--- config.mk ---
export PLATFORM = sky130hd
export DESIGN_NAME = psr_flag_unit
export DESIGN_NICKNAME = d
export VERILOG_FILES = /design/src/rtl/psr_flag_unit.sv
export SDC_FILE = /design/constraint.sdc
export NUM_CORES = 1
export LEC_CHECK = 0
export BUFFER_PORTS_ARGS = -buffer_cell sky130_fd_sc_hd__buf_2
export CAP_MARGIN = 20
export CORE_ASPECT_RATIO = 1.25
export CORE_UTILIZATION = 36
export DETAILED_ROUTE_END_ITERATION = 8
export GPL_TIMING_DRIVEN = 1
export MAX_ROUTING_LAYER = met4
export PLACE_DENSITY = 0.78
export SLEW_MARGIN = 20
export SYNTH_ARGS = -nofsm -noshare
export SYNTH_HDL_FRONTEND = slang
export SYNTH_SLANG_ARGS = --single-unit
--- constraint.sdc ---
create_clock -name clk -period 1.5 [get_ports clk]
set_input_delay 0.375 -clock clk [delete_from_list [all_inputs] [get_ports clk]]
set_output_delay 0.375 -clock clk [all_outputs]
set_load 0.005 [all_outputs]
--- src/rtl/psr_flag_unit.sv ---
module psr_flag_unit #(
  parameter int OPW = 4,
  parameter int DW  = 8
) (
  input  logic           clk,
  input  logic           rst,
  input  logic [OPW-1:0] flag_op,
  input  logic [DW-1:0]  alu_res,
  input  logic           alu_carry,
  input  logic           alu_ovf,
  input  logic [DW-1:0]  mem_opnd,
  input  logic [DW-1:0]  acc_val,
  input  logic [DW-1:0]  stk_byte,
  input  logic           push_brk,
  output logic [DW-1:0]  status_push,
  output logic           flag_n,
  output logic           flag_v,
  output logic           flag_d,
  output logic           flag_i,
  output logic           flag_z,
  output logic           flag_c
);
  localparam logic [OPW-1:0] OP_CLC = OPW'(1);
  localparam logic [OPW-1:0] OP_SEC = OPW'(2);
  localparam logic [OPW-1:0] OP_CLI = OPW'(3);
  localparam logic [OPW-1:0] OP_SEI = OPW'(4);
  localparam logic [OPW-1:0] OP_CLD = OPW'(5);
  localparam logic [OPW-1:0] OP_SED = OPW'(6);
  localparam logic [OPW-1:0] OP_CLV = OPW'(7);
  localparam logic [OPW-1:0] OP_NZ  = OPW'(8);
  localparam logic [OPW-1:0] OP_ARI = OPW'(9);
  localparam logic [OPW-1:0] OP_NZC = OPW'(10);
  localparam logic [OPW-1:0] OP_BIT = OPW'(11);
  localparam logic [OPW-1:0] OP_PUL = OPW'(12);
  localparam int MSB = DW - 1;

  logic res_zero, bit_zero;
  assign res_zero = (alu_res == '0);
  assign bit_zero = ((mem_opnd & acc_val) == '0);

  always_ff @(posedge clk) begin
    if (rst) begin
      flag_i <= 1'b1;
      flag_d <= 1'b0;
    end else begin
      unique case (flag_op)
        OP_CLC: flag_c <= 1'b0;
        OP_SEC: flag_c <= 1'b1;
        OP_CLI: flag_i <= 1'b0;
        OP_SEI: flag_i <= 1'b1;
        OP_CLD: flag_d <= 1'b0;
        OP_SED: flag_d <= 1'b1;
        OP_CLV: flag_v <= 1'b0;
        OP_NZ: begin
          flag_n <= alu_res[MSB];
          flag_z <= res_zero;
        end
        OP_ARI: begin
          flag_n <= alu_res[MSB];
          flag_z <= res_zero;
          flag_c <= alu_carry;
          flag_v <= alu_ovf;
        end
        OP_NZC: begin
          flag_n <= alu_res[MSB];
          flag_z <= res_zero;
          flag_c <= alu_carry;
        end
        OP_BIT: begin
          flag_n <= mem_opnd[7];
          flag_v <= mem_opnd[6];
          flag_z <= bit_zero;
        end
        OP_PUL: begin
          flag_n <= stk_byte[7];
          flag_v <= stk_byte[6];
          flag_d <= stk_byte[3];
          flag_i <= stk_byte[2];
          flag_z <= stk_byte[1];
          flag_c <= stk_byte[0];
        end
        default: ;
      endcase
    end
  end

  assign status_push = {flag_n, flag_v, 1'b1, push_brk, flag_d, flag_i, flag_z, flag_c};
endmodule

==> results.md, run 1 <==
- ANT cells: 0
- Clk_skew: 0 ns
- Max-slew violation count: 0
- Global route overflow: 0
- DRT Wirelength: 1370 um
- Layout cells sized above 1: 49.1%
- Crit-path max FO: 7
- Htree depth: 1
- R2R Path Start: flag_d$_SDFFE_PP0P_
- Synth async-reset ratio: 0%
- XOR/XNOR share of the synthesized area: 0%
- Startpoint types: input pin
- Worst r2r dst: flag_d$_SDFFE_PP0P_
- Syn_area_per_cell: 8.44 sq um
- Main combinational cell family by area after synthesis: simple AND/OR/NAND/NOR gates
- RD Place Congestion: 0.801
- CP Data Required Time: 1.44 ns
- Post-route setup slack: 0.320 ns
- Period minus WS final: 1.18 ns
- Crit Path Category: input pin to register
- Comb pwr share: 29.7%
- Residual DRC count: 0
- F_max: 848 MHz
- Max cap viols: 0
- Die ar.: 0.00183 sq mm
- Synth top area share: 20.0%
- Area Overhead vs Synth: 37.8%
- Syn Nets: 112
- Final core utilization: 52.9%
- Cell Count, Final, Fillers Out: 132
- Compound-cell area share of the yosys netlist: 25.9%
- Post-synth design cell area: 599 sq um
- Worst Path Arrival: 1.12 ns
- Pint: 369 uW
- CTS tree: built
- Hold buffer count at CTS: 0
- Synth Instances: 71
- RSZ-0062 raised after global routing: no
- Nets: 156
- Clk pwr share: 31.6%
- Via/cell ratio: 5.20
- Clock Sinks: 6
- NetSw: 128 uW
- Core Region: 0.00156 sq mm
- Seq/Total Area, Yosys: 26.7%
- DR vias: 686
- # fillers: 162
- Capture point of the worst path: flag_c$_DFFE_PP_
- Mean routed wirelength per cell: 10.4 um
- FF+latch count, synth: 6
- CP startpoint: flag_op[1]
- Hold crit path type: input pin to register
- Clock-pin slew on the worst setup and hold paths: 0.04 ns
- Clock Tree Buf Depth: 2
- Post-synth EDFFs: 4
- Top FF cell, synth: edfxtp_1
- Post-synth top area cell: edfxtp_1
- Unique masters post-synth: 33
- Adder-Cell Fraction of Synth Area: 0%
- Initial antenna violation count: 0
- Fin Setup TNS: 0 ns
- R2r setup slk: 0.54 ns
- PD cells: 603 mW/mm^2
- Iter 0 DRT Violations: 11
- Standard-cell rows: 16
- Final setup viols: 0
- Pre-CTS setup slack: 0.0813 ns
- Postcts setup bufs: 0
- Sw Ratio: 25.8%
- Most common cell after layout, fill and taps aside: buf_2
- # IOs: 55
- Worst r2r path cells: 2
- Status: completed
- Final Hold Fails: 0
- Part of the cycle the worst path needs: 78.6%
- Post-CTS sizing: 0
- TritonRoute pass-1 iters: 4
- CTS Buf Count: 3
- Leak pwr: 0.000391 uW
- Top post-synthesis cells by area: edfxtp_1 20%, buf_4 11%, dfxtp_1 6.7%
- Commonest non-fill, non-tap cells in the layout: 49 x buf_2, 5 x a21oi_1
- Root buf cell: clkbuf_4
- Die width: 38.5 um
- Part of the power in registers: 38.7%
- Clk_lat worst skew: 0.23 ns
- Post-synthesis simple-gate area fraction: 31.1%
- IR drop worst, VDD: 0.000207 V
- Port-buffer cells: 49
- Pin count of the biggest net entering global routing: 18
- First-pass GRT wire length: 2030 um
- Hold slack: 0.371 ns
- Nature of the critical path endpoint: register
- Detail Placement HPWL: 1110 um
- Mux cell area share after synthesis: 0%
- Vias in the first global route: 509
- Final ANT Viol Nets: 0
- Yosys warns: 0
- DP Cell Count: 128
- Die H: 47.6 um
- Starting Density: 38.4%
- GRT Total Usage: 16.1%
==> Yosys cell counts, drive strengths merged (2+ instances only) <==
master / count
nand3: 3
inv: 3
buf: 12
or3b: 2
o21ai: 3
and3b: 3
a22oi: 4
a21oi: 5
nor2b: 4
nand2: 4
edfxtp: 4
nand3b: 2
nor4: 2
dfxtp: 2
o22ai: 2
==> through the flow <==
stage                     power (uW)  instance area, sq um
final                            498                   826
after global routing             527                   826
after CTS                        500                   826
after detailed placement         343                   800
after global placement           338                   800
after floorplan                  280                   599
==> worst max-delay path, stage by stage <==
cell and delay (ns):
buf_2 0.14, inv_1 0.07, or3_1 0.36, a21oi_1 0.17
==> worst min path at each step <==
stage | start | to | slack [ns] | depth (start not counted)
after global placement | flag_i$_SDFFE_PP1P_ | flag_i$_SDFFE_PP1P_ | 0.54 | 2
after global routing | rst | flag_d$_SDFFE_PP0P_ | 0.39 | 2
after CTS | rst | flag_d$_SDFFE_PP0P_ | 0.36 | 2
after detailed placement | flag_i$_SDFFE_PP1P_ | flag_i$_SDFFE_PP1P_ | 0.58 | 2
after floorplan | rst | flag_d$_SDFFE_PP0P_ | 0.44 | 1
final | rst | flag_d$_SDFFE_PP0P_ | 0.37 | 2
==> power groups by stage <==
| stage | combinational, uW | clock (uW) | sequential, uW |
|---|---|---|---|
| 6_report | 148 | 157 | 193 |
| 5_1_grt | 166 | 166 | 194 |
| 4_1_cts | 148 | 159 | 193 |
| 3_5_place_dp | 147 | 0 | 196 |
| 3_3_place_gp | 143 | 0 | 195 |
| 2_1_floorplan | 82.6 | 0 | 198 |
==> registers in the layout, summed over array words and instances (netlist names) <==
| signal | count |
|---|---|
| flag_c | 1 |
| flag_v | 1 |
| flag_i | 1 |
| flag_z | 1 |
| flag_d | 1 |
| flag_n | 1 |
==> logic make-up after synthesis <==
kind of cell	after synthesis
buffers and inverters	15
AND/OR/NAND/NOR	27
other	1
AO/OA/AOI/OAI	22
flip-flops	6
==> layer usage <==
layer / routed length, um / global-route usage, % / share of wire, % / vias up
li1: - / - / - / 348
met5: 0 / - / 0 / -
met3: 58 / 0 / 4.2 / 4
met2: 699 / 23.3 / 51 / 19
met1: 584 / 21.1 / 43 / 315
met4: 25 / 13.1 / 1.8 / 0
==> final cells by class <==
type / count / area, sq um / share of cell area [%]
multi-input combinational: 50 / 345 / 41.8
sequential: 6 / 160 / 19.4
timing repair buffer: 51 / 260 / 31.5
tap: 18 / 22.5 / 2.73
inverter: 3 / 11.3 / 1.36
clock buffer: 4 / 26.3 / 3.18
(Power assumes the default switching activity.)
==> run 2, diff against run 1 <==
ABC_AREA = 1   (was unset)
CORE_UTILIZATION = 32   (was 36)
PLACE_DENSITY = 0.75   (was 0.78)
clock period = 1 ns   (was 1.5 ns; I/O delays follow)
==> results.md, run 2 <==
- Status: completed
- RD Place Congestion: 0.841
- Unique masters post-synth: 18
- Vias in the first global route: 606
- Max cap viols: 0
- Sw Ratio: 26.4%
- Clk pwr share: 30.8%
- Synth top area share: 21.0%
- Top FF cell, synth: edfxtp_1
- Leak pwr: 0.000487 uW
- Die width: 39.9 um
- # fillers: 158
- ANT cells: 0
- Worst Path Arrival: 0.74 ns
- Detail Route met3 WL: 49 um
- Die H: 49.3 um
- Final Hold Fails: 0
- Mean routed wirelength per cell: 8.43 um
- Htree depth: 1
- Clock-pin slew on the worst setup and hold paths: 0.05 ns
- Nets: 188
- PD cells: 853 mW/mm^2
- DRT Wirelength: 1380 um
- Detail Placement HPWL: 1250 um
- Max Used Layer: met4
- Syn Nets: 133
- Startpoint types: register
- Commonest non-fill, non-tap cells in the layout: 49 x buf_2, 31 x nand2_1, 11 x nor2_1, 11 x nand3_1, 9 x buf_4
- Design area: 887 sq um
- Core Region: 0.00162 sq mm
- Nature of the critical path endpoint: primary output
- Clk_lat worst skew: 0.24 ns
- Final ANT Viol Nets: 0
- Final setup viols: 0
- CP Data Required Time: 0.75 ns
- GRT Total Usage: 16.2%
- Crit-path max FO: 2
- CP Cell Sequence: buf_2
- Family with the most delay on the worst path: flip-flops
- Global route overflow: 0
- CTS tree: built
- Crit path buffers/inverters: 1
- Post-synth design cell area: 573 sq um
- Clk_skew: 0 ns
- Via/cell ratio: 4.53
- Starting Density: 35.3%
- CTS Buf Count: 3
- Placed cell area: 855 sq um
- Syn_area_per_cell: 6.23 sq um
- Residual DRC count: 0
- Post-synth EDFFs: 4
- Clock Tree Buf Depth: 2
- DRT met1 WL: 537 um
- Root buf cell: clkbuf_4
- Part of the power in registers: 38.0%
- Synth Instances: 92
- Port-buffer cells: 49
- Iter 0 DRT Violations: 16
- Met2 wire len: 768 um
- # IOs: 55
- Die ar.: 0.00197 sq mm
- Hold slack: 0.232 ns
- Max-slew violation count: 0
- F_max: 1010 MHz
- Slowest-stage cell, CP: edfxtp_1
- IR drop worst, VDD: 0.000282 V
- Clock Sinks: 6
- Layout cells sized above 1: 52.1%
- FF+latch count, synth: 6
- Crit Path Category: register to primary output
- Most common cell after layout, fill and taps aside: buf_2
- Standard-cell rows: 16
- Top post-synthesis cells by area: edfxtp_1 21%, nand2_1 20%, buf_4 10%
- Initial antenna violation count: 0
- Post-synth top area cell: edfxtp_1
- Pint: 557 uW
- DR vias: 743
- Synth cell count leaders: 31 x nand2_1, 12 x nor2_1, 11 x nand3_1
- RSZ-0062 raised after global routing: yes
- TritonRoute pass-1 iters: 4
- Period minus WS final: 0.990 ns
- Seq/Total Area, Yosys: 27.9%
- Most frequent cell after synthesis: nand2_1
- Synth async-reset ratio: 0%
- Area Overhead vs Synth: 54.8%
- Hold crit path type: input pin to register
- Yosys warns: 0
- First-pass GRT wire length: 2190 um
- Comb pwr share: 31.2%
- Pin count of the biggest net entering global routing: 7
- Part of the cycle the worst path needs: 99.0%
- Max incr delay on CP: 0.36 ns
- Postcts setup bufs: 0
- NetSw: 200 uW
==> run 2: worst paths after layout <==
path / start / end / slack (ns) / depth (start not counted)
max: flag_z$_DFFE_PP_ / status_push[1] / 0.01 / 1
min: rst / flag_d$_SDFFE_PP0P_ / 0.23 / 2
max reg2reg: flag_d$_SDFFE_PP0P_ / flag_d$_SDFFE_PP0P_ / 0.39 / 2
min reg2reg: flag_d$_SDFFE_PP0P_ / flag_d$_SDFFE_PP0P_ / 0.50 / 2
==> run 2: through the flow <==
step	setup slack, ns	util (%)	total power [uW]	TNS [ns]	std cells
finish	0.00989	54.7	757	0	164
global route	-0.0611	54.7	820	-0.375	164
CTS	-0.00481	54.3	765	-0.00762	164
detailed placement	-0.168	52.7	527	-1.19	160
global placement	-0.138	52.7	521	-0.975	160
floorplan	0.0334	-	407	0	92
==> run 2: power groups by stage <==
stage | sequential [uW] | combinational (uW) | clock [uW]
4_1_cts | 288 | 236 | 241
3_3_place_gp | 291 | 230 | 0
5_1_grt | 291 | 265 | 264
2_1_floorplan | 295 | 113 | 0
6_report | 288 | 236 | 233
3_5_place_dp | 292 | 235 | 0
==> run 2: area by class of cell <==
| class | count | area (sq um) | share of cell area (%) |
|---|---|---|---|
| multi-input combinational | 70 | 333 | 37.5 |
| timing repair buffer | 58 | 313 | 35.3 |
| sequential | 6 | 163 | 18.3 |
| inverter | 8 | 30.0 | 3.39 |
| clock buffer | 4 | 26.3 | 2.96 |
| tap | 18 | 22.5 | 2.54 |
==> run 2: per-layer routing <==
metal / global-route usage, % / vias up
met4: 13.2 / 0
met1: 17.0 / 324
li1: - / 395
met3: 1.37 / 2
met2: 25.7 / 22
met5: - / -
==> run 2: kinds of logic (layout without fill, tap and decap cells) <==
logic type	after synthesis	in the layout	share of synthesized area (%)
compound gates	6	6	6.99
buf+inv	16	70	15.7
flops	6	6	27.9
other cells	1	1	0.654
simple gates	63	63	48.7
==> run 2: repair_timing <==
item,in CTS,in global routing
hold buffers,0,0
resized for setup,0,3
setup endpoints to repair,2,11
==> run 3, diff against run 2 <==
==> constraint.sdc (replaced) <==
create_clock -name clk -period 1 [get_ports clk]
set_input_delay 0.1 -clock clk [delete_from_list [all_inputs] [get_ports clk]]
set_output_delay 0.1 -clock clk [all_outputs]
set_load 0.005 [all_outputs]
==> results.md, run 3 (same netlist as run 2, synthesis figures left out) <==
- NetSw: 208 uW
- Family with the most delay on the worst path: flip-flops
- Crit-path max FO: 2
- First-pass GRT wire length: 2440 um
- Area Overhead vs Synth: 50.0%
- Comb pwr share: 30.4%
- Vias in the first global route: 683
- F_max: 1170 MHz
- Root buf cell: clkbuf_4
- CTS tree: built
- Nature of the critical path endpoint: primary output
- Initial antenna violation count: 0
- Period minus WS final: 0.858 ns
- Port-buffer cells: 49
- Postcts setup bufs: 0
- Clock-pin slew on the worst setup and hold paths: 0.05 ns
- Max incr delay on CP: 0.38 ns
- ANT cells: 0
- Nets: 186
- Clk_lat worst skew: 0.24 ns
- DR vias: 738
- Pint: 552 uW
- Design area: 860 sq um
- # IOs: 55
- Standard-cell rows: 16
- Commonest non-fill, non-tap cells in the layout: 49 x buf_2, 31 x nand2_1, 12 x nor2_1
- Post-CTS sizing: 0
- Pwr Total: 760 uW
- Status: completed
- Die ar.: 0.00197 sq mm
- R2r setup slk: 0.33 ns
- Hold buffer count at CTS: 0
- Part of the cycle the worst path needs: 85.8%
- Placed cell area: 833 sq um
- RSZ-0062 raised after global routing: no
- Clk_skew: 0 ns
- # fillers: 171
- Post-route setup slack: 0.142 ns
- IR drop worst, VDD: 0.000348 V
- Clock Tree Buf Depth: 2
- Iter 0 DRT Violations: 12
- Core Region: 0.00162 sq mm
- Clock Sinks: 6
- Starting Density: 35.3%
- Worst Path Arrival: 0.76 ns
- CTS Buf Count: 3
- Slowest-stage cell, CP: edfxtp_1
- Pin count of the biggest net entering global routing: 7
- Crit Path Category: register to primary output
- Pre-CTS setup slack: -0.0545 ns
- Detail Placement HPWL: 1410 um
- Final ANT Viol Nets: 0
- DRT Wirelength: 1540 um
- Die width: 39.9 um
- Final setup viols: 0
- Crit path buffers/inverters: 1
- GRT Total Usage: 17.7%
- PD cells: 884 mW/mm^2
- Final Hold Fails: 0
- TritonRoute pass-1 iters: 5
- Sw Ratio: 27.3%
- Htree depth: 1
- Startpoint types: register
- Global route overflow: 0
- Cell Count, Final, Fillers Out: 162
- CP Cell Sequence: buf_2
- Hold crit path type: input pin to register
- Leak pwr: 0.000477 uW
- DP Cell Count: 158
- Via/cell ratio: 4.56
- CP Data Required Time: 0.90 ns
- Max-slew violation count: 0
- Most common cell after layout, fill and taps aside: buf_2
- Mean routed wirelength per cell: 9.49 um
- Residual DRC count: 0
- Clk pwr share: 31.7%
- Layout cells sized above 1: 47.9%
- Die H: 49.3 um
- Max cap viols: 0
- Part of the power in registers: 37.9%
- Fin Setup TNS: 0 ns
- RD Place Congestion: 0.880
==> run 3: cell types whose count changed in the layout (fill, tap and decap cells not counted) <==
| cell | change |
|---|---|
| a21oi_1 | +2 |
| a21oi_2 | -2 |
| buf_4 | -2 |
| dfxtp_1 | +2 |
| dfxtp_2 | -2 |
| nor2_1 | +1 |
| nor2_2 | -1 |
==> run 3: power groups by stage <==
stage | clock [uW] | sequential, uW | combinational, uW
6_report | 241 | 288 | 231
5_1_grt | 256 | 291 | 261
4_1_cts | 244 | 288 | 232
3_5_place_dp | 0 | 293 | 232
3_3_place_gp | 0 | 291 | 224
2_1_floorplan | 0 | 295 | 111
==> run 3: final cells by class <==
type,instances,area (sq um),share of cell area [%]
Timing Repair Buffer,56,298,34.6
Clock buffer,4,26.3,3.06
Tap cell,18,22.5,2.62
Multi-Input combinational cell,70,323,37.6
Inverter,8,30.0,3.49
Sequential cell,6,160,18.6
==> run 3: final timing paths <==
path | from | endpoint | cells past startpoint
worst min-delay path | rst | flag_d$_SDFFE_PP0P_ | 2
worst max register to register | flag_d$_SDFFE_PP0P_ | flag_d$_SDFFE_PP0P_ | 2
worst min register to register | flag_i$_SDFFE_PP1P_ | flag_i$_SDFFE_PP1P_ | 2
worst max-delay path | flag_v$_DFFE_PP_ | status_push[6] | 1
==> run 3: metal layers <==
layer	wire, um	track usage [%]	up-vias
met5	0	-	-
met3	52	1.83	4
met1	553	18.5	325
met4	26	9.77	0
met2	905	30.1	21
li1	-	-	388
==> run 3: per-stage QoR <==
stage | hold WS, ns | utilization, %
after global placement | 0.200 | 51.4
final | 0.0796 | 53.0
after global routing | 0.0729 | 53.0
after detailed placement | 0.200 | 51.4
after CTS | 0.0781 | 53.0
after floorplan | 0.162 | -
